**config.mk**
```make
export PLATFORM = sky130hd
export DESIGN_NAME = fld_dma_seq
export DESIGN_NICKNAME = d
export VERILOG_FILES = /design/src/rtl/fds_pkg.sv /design/src/rtl/fds_decode.sv /design/src/rtl/fds_pc.sv /design/src/rtl/fld_dma_seq.sv
export SDC_FILE = /design/constraint.sdc
export NUM_CORES = 1
export LEC_CHECK = 0
export BUFFER_PORTS_ARGS = -buffer_cell sky130_fd_sc_hd__buf_2
export CAP_MARGIN = 15
export CORE_MARGIN = 2
export CORE_UTILIZATION = 48
export CTS_BUF_LIST = sky130_fd_sc_hd__clkbuf_4
export DETAILED_ROUTE_END_ITERATION = 10
export PLACE_DENSITY = 0.74
export SLEW_MARGIN = 20
export SYNTH_ARGS = -nofsm -noshare
export SYNTH_HDL_FRONTEND = slang
export SYNTH_SLANG_ARGS = --single-unit
```
**constraint.sdc**
```tcl
create_clock -name clk -period 1.95 [get_ports clk]
set_input_delay 0.0975 -clock clk [delete_from_list [all_inputs] [get_ports clk]]
set_output_delay 0.0975 -clock clk [all_outputs]
set_load 0.05 [all_outputs]
```
**src/rtl/fds_pkg.sv**
```systemverilog
package fds_pkg;
   localparam int WORD_W  = 32;
   localparam int FIELD_W = 12;
   localparam int TYPE_W  = 3;
   localparam int STEP_B  = 8;

   localparam logic [2:0] OPC_JUMP       = 3'd1;
   localparam logic [2:0] OPC_SYNC_ODD   = 3'd2;
   localparam logic [2:0] OPC_SYNC_EVEN  = 3'd3;
   localparam logic [2:0] OPC_LINE_FIRST = 3'd4;
   localparam logic [2:0] OPC_LINE_NEXT  = 3'd5;

   typedef enum logic [2:0] {
      ST_IDLE, ST_FETCH_CTL, ST_FETCH_ADR, ST_EXEC,
      ST_WAIT_SYNC, ST_WRITE, ST_HALT
   } seq_state_e;

   typedef struct packed {
      logic               legal;
      logic               is_jump;
      logic               is_sync;
      logic               want_odd;
      logic               is_line;
      logic               irq;
      logic [TYPE_W-1:0]  dtype;
      logic [FIELD_W-1:0] ofs;
      logic [FIELD_W-1:0] cnt;
   } insn_t;
endpackage

```
**src/rtl/fds_decode.sv**
```systemverilog
module fds_decode
   import fds_pkg::*;
(
   input  logic [WORD_W-1:0] ctl_word,
   output insn_t             insn
);
   logic [2:0] opc;

   always_comb begin
      opc          = ctl_word[30:28];
      insn         = '0;
      insn.irq     = ctl_word[27];
      insn.dtype   = ctl_word[24 +: TYPE_W];
      insn.ofs     = ctl_word[12 +: FIELD_W];
      insn.cnt     = ctl_word[0 +: FIELD_W];
      case (opc)
         OPC_JUMP:       insn.is_jump = 1'b1;
         OPC_SYNC_ODD:   begin insn.is_sync = 1'b1; insn.want_odd = 1'b1; end
         OPC_SYNC_EVEN:  insn.is_sync = 1'b1;
         OPC_LINE_FIRST,
         OPC_LINE_NEXT:  insn.is_line = 1'b1;
         default:        ;
      endcase
      insn.legal = ctl_word[31] & (insn.is_jump | insn.is_sync | insn.is_line);
   end
endmodule

```
**src/rtl/fds_pc.sv**
```systemverilog
module fds_pc #(
   parameter int AW   = 32,
   parameter int STEP = 8
) (
   input  logic          clk,
   input  logic          rst_n,
   input  logic          load,
   input  logic [AW-1:0] load_val,
   input  logic          step,
   output logic [AW-1:0] pc
);
   localparam logic [AW-1:0] STEP_V = AW'(STEP);

   always_ff @(posedge clk) begin
      if (!rst_n)    pc <= '0;
      else if (load) pc <= load_val;
      else if (step) pc <= pc + STEP_V;
   end
endmodule

```
**src/rtl/fld_dma_seq.sv**
```systemverilog
module fld_dma_seq
   import fds_pkg::*;
#(
   parameter int AW = 32
) (
   input  logic               clk,
   input  logic               rst_n,
   input  logic               start_i,
   input  logic [AW-1:0]      base_addr_i,
   output logic               prog_req_o,
   output logic [AW-1:0]      prog_addr_o,
   input  logic               prog_rvalid_i,
   input  logic [WORD_W-1:0]  prog_rdata_i,
   input  logic               fsync_i,
   input  logic               fsync_odd_i,
   output logic               wr_valid_o,
   input  logic               wr_ready_i,
   output logic [WORD_W-1:0]  wr_addr_o,
   output logic [FIELD_W-1:0] wr_count_o,
   output logic [FIELD_W-1:0] wr_offset_o,
   output logic [TYPE_W-1:0]  wr_type_o,
   output logic               irq_o,
   output logic               err_o
);
   localparam logic [AW-1:0] WORD_STEP = AW'(4);

   generate
      if (AW < 4 || AW > 64) begin : g_bad_aw
         $error("fld_dma_seq: AW must lie in 4..64");
      end
   endgenerate

   seq_state_e        state;
   logic [WORD_W-1:0] ctl_q, adr_q;
   logic              irq_q, err_q;
   insn_t             insn;
   logic [AW-1:0]     pc, jmp_ext, pc_val;
   logic              restart, sync_hit, zero_line, pc_load, pc_step;

   fds_decode u_dec (.ctl_word(ctl_q), .insn(insn));

   generate
      if (AW > WORD_W) begin : g_wide
         assign jmp_ext = {{(AW-WORD_W){1'b0}}, adr_q};
      end else begin : g_narrow
         assign jmp_ext = adr_q[AW-1:0];
      end
   endgenerate

   assign restart   = start_i & (state == ST_IDLE || state == ST_HALT || state == ST_WAIT_SYNC);
   assign sync_hit  = (state == ST_WAIT_SYNC) & fsync_i & (fsync_odd_i == insn.want_odd);
   assign zero_line = (state == ST_EXEC) & insn.legal & insn.is_line & (insn.cnt == '0);
   assign pc_load   = restart | ((state == ST_EXEC) & insn.legal & insn.is_jump);
   assign pc_val    = restart ? base_addr_i : jmp_ext;
   assign pc_step   = ~restart & (sync_hit | zero_line | ((state == ST_WRITE) & wr_ready_i));

   fds_pc #(.AW(AW), .STEP(STEP_B)) u_pc (
      .clk(clk), .rst_n(rst_n), .load(pc_load), .load_val(pc_val),
      .step(pc_step), .pc(pc)
   );

   always_ff @(posedge clk) begin
      if (!rst_n) begin
         state <= ST_IDLE;
         ctl_q <= '0;
         adr_q <= '0;
         irq_q <= 1'b0;
         err_q <= 1'b0;
      end else begin
         irq_q <= 1'b0;
         if (restart) begin
            state <= ST_FETCH_CTL;
            err_q <= 1'b0;
         end else begin
            case (state)
               ST_FETCH_CTL: if (prog_rvalid_i) begin
                  ctl_q <= prog_rdata_i;
                  state <= ST_FETCH_ADR;
               end
               ST_FETCH_ADR: if (prog_rvalid_i) begin
                  adr_q <= prog_rdata_i;
                  state <= ST_EXEC;
               end
               ST_EXEC: begin
                  if (!insn.legal) begin
                     err_q <= 1'b1;
                     state <= ST_HALT;
                  end else if (insn.is_jump || zero_line) begin
                     irq_q <= insn.irq;
                     state <= ST_FETCH_CTL;
                  end else if (insn.is_sync) begin
                     state <= ST_WAIT_SYNC;
                  end else begin
                     state <= ST_WRITE;
                  end
               end
               ST_WAIT_SYNC: if (sync_hit) begin
                  irq_q <= insn.irq;
                  state <= ST_FETCH_CTL;
               end
               ST_WRITE: if (wr_ready_i) begin
                  irq_q <= insn.irq;
                  state <= ST_FETCH_CTL;
               end
               default: ;
            endcase
         end
      end
   end

   assign prog_req_o  = (state == ST_FETCH_CTL) | (state == ST_FETCH_ADR);
   assign prog_addr_o = (state == ST_FETCH_ADR) ? pc + WORD_STEP : pc;
   assign wr_valid_o  = (state == ST_WRITE);
   assign wr_addr_o   = adr_q;
   assign wr_count_o  = insn.cnt;
   assign wr_offset_o = insn.ofs;
   assign wr_type_o   = insn.dtype;
   assign irq_o       = irq_q;
   assign err_o       = err_q;
endmodule

```
==> flow_summary.ini <==
[outcome]
status = finished with violations
violations = hold timing, setup timing

[worst_hold_path]
worst_hold_path_type = in2reg

[routing]
wl_per_cell_um = 19.0
wl_mm = 21.1
drcViolationCount = 0
drt_iter0_markers = 557
detail_route.first_pass.iterations = 5
ant_nets = 0
vias = 6463
via_per_inst = 5.82

[worst_setup_path]
cp_max_fo = 4
worstSetupEndpointType = output port
crit_chain = nor3b_4 -> buf_4 -> and2_4 -> and4b_2 -> nand2_2 -> xnor2_4 -> buf_6
crit_family = simple AND/OR/NAND/NOR gates
critPathBufInv = 2
critPathSlowestCell = dfxtp_2
arrival_ns = 2.24
startpoint_type = flop
critPathKind = reg2out
critical_path.max_stage_delay_ns = 0.36
required_ns = 1.85

[grt]
grt_pass1_wl_mm = 30.5
grt_busiest_layer = met2
met1_usage_pct = 37.2
antenna_found_initial = 1
grt_max_degree = 48
grtUsageTotal_pct = 30.4
grt_overflow_total = 0
grt_pass1_vias = 6092
met3_usage_pct = 3.88
gr-usage-met2_pct = 53.0

[clock_network]
cts_buffers = 9
cts_tree = yes
cts.sinks = 101
cts_max_path_buffers = 2
insertion_delay_ns = 0.46
cts.reportedPaths.clkPinSlew_ns = 0.14
cts_root_buf = clkbuf_4
h-tree-depth = 3

[final_layout]
fill_cells = 716
multi_input_area_um2 = 3810
fin_nets = 1036
drive_above_1_share_pct = 44.8
final_common_cell = nand2_1
syn2layout_area_growth_pct = 61.4
final_cell_mix = nand2_1, buf_2, buf_4
regArea_um2 = 2050
layoutNonFillerInstCount = 1110
final_area_um2 = 8900

[floorplanning]
core-area_um2 = 11300
ios = 166
rows = 39
die_h_um = 111
die_w_um = 111
die_area_um2 = 12400
start_util_pct = 48.7

[power]
max-vdd-ir-drop_mv = 0.426
total_power_uw = 4990
cellPowerDensity_nw_per_um2 = 561
p_leak_uw = 0.00390

[synthesis]
synth.top_cell.area_share_pct = 36.7
synth.area.top_cells = dfxtp_1, nand2_1, a21boi_0
synth_nets = 757
synth-seq-cells = 101
async_flop_share_pct = 0
yosysTopAreaCell = dfxtp_1
synth_top_flop_cell = dfxtp_1
synth-warning-count = 0
synth_area_um2 = 5510
ys_seq_area_share_pct = 36.7
syn-instance-count = 684
synth_edf_count = 0
syn_area_per_cell_um2 = 8.06
synth.distinct_cells = 64

[sta]
finalCritPeriodShare_pct = 120
fin_skew_ns = 0.0142
finalSetupTns_ns = -10.17
rsz0062_at_grt = true
setup_violations = 53
holdWs_ns = -0.00589
final.setup.worst_slack_ns = -0.387
worstMarginPinSlew_ns = 0.405
hold_viol = 1
fmax_mhz = 428
relSlewSlack_pct = 73.0
min_period_ns = 2.34
drv_slew = 0

[placed_design]
hpwlAfterDp_mm = 13.5
dp.cells = 1004
postPlaceCellArea_um2 = 7210
port_buffers = 165
place_congestion = 1.01

[flow_run]
max_cap_violations = 0
## area by class of cell
type                            instances  share of cell area (%)
Multi-Input combinational cell        498                    42.8
Tap cell                              143                    2.01
Sequential cell                       101                    23.1
Clock inverter                          2                   0.675
Inverter                                4                   0.169
Antenna cell                            1                  0.0281
Timing Repair Buffer                  349                    30.2
Clock buffer                           12                    1.01
## synthesized netlist by cell type, drive strengths merged (5+ instances only)
cell and count:
a21oi 22, a22o 8, buf 51, nand4 9, o21ai 10, clkbuf 30, nand2 168, a21boi 65
o211ai 11, dfxtp 101, o221a 5, nand3 20, nor2 27, o221ai 17, xnor2 25, xor2 25
nor3 12, and4 5, and3 9
## registers in the layout, summed over array words and instances (netlist names)
register / cells
ctl_q: 32
u_pc.pc: 32
wr_addr_o: 32
state: 3
err_o: 1
irq_o: 1
## power breakdown
part | internal, uW | switching, uW
sequential | 2170 | 109
combinational | 617 | 870
clock | 552 | 666
## layer usage
metal	routed length, um	part of all wire (%)	vias up
met4	1160	5.5	0
met2	10500	50	360
li1	-	-	2910
met1	7920	37	3092
met5	0	0	-
met3	1560	7.4	101
## worst reg2reg max path, delay by kind of cell (launching register included)
family / cells / cell delay [ns]
AND/OR/NAND/NOR: 5 / 1.09
flip-flops: 1 / 0.38
AO/OA/AOI/OAI: 1 / 0.23
buffers and inverters: 4 / 0.46
## logic make-up (layout without fill, tap and decap cells)
kind of cell	after synthesis	after routing	synth area share [%]
simple gates	278	278	23.5
compound gates	167	167	22.7
flops	101	101	36.7
buf+inv	85	367	8.47
xor+xnor	50	50	7.94
fa+ha+maj	2	2	0.454
mux	1	1	0.204
other cells	0	1	0
## per-stage QoR
step	util, %	setup WS, ns
floorplan	-	-0.136
global placement	63.7	-0.00934
detailed placement	63.7	-0.0698
CTS	73.2	-0.361
global route	78.6	-0.467
finish	78.6	-0.387
## path summary, 6_finish.rpt
path	start	endpoint	slack, ns	depth (start not counted)
min reg2reg	ctl_q[21]	ctl_q[21]	0.47	2
max	state[2]	prog_addr_o[27]	-0.39	7
min	base_addr_i[4]	u_pc.pc[4]	-0.006	3
max reg2reg	u_pc.pc[8]	u_pc.pc[21]	-0.25	10
## repair_timing
item                                    4_1_cts  5_1_grt
endpoints found under the setup margin       45       54
hold buffers                                 53        0
resized for setup                            97       91
buffers inserted                             13       26
cloned                                        0        4
pin swaps                                    28       79
hold endpoints to repair                     85        0
No activity file was read; power rests on OpenSTA's default activity.
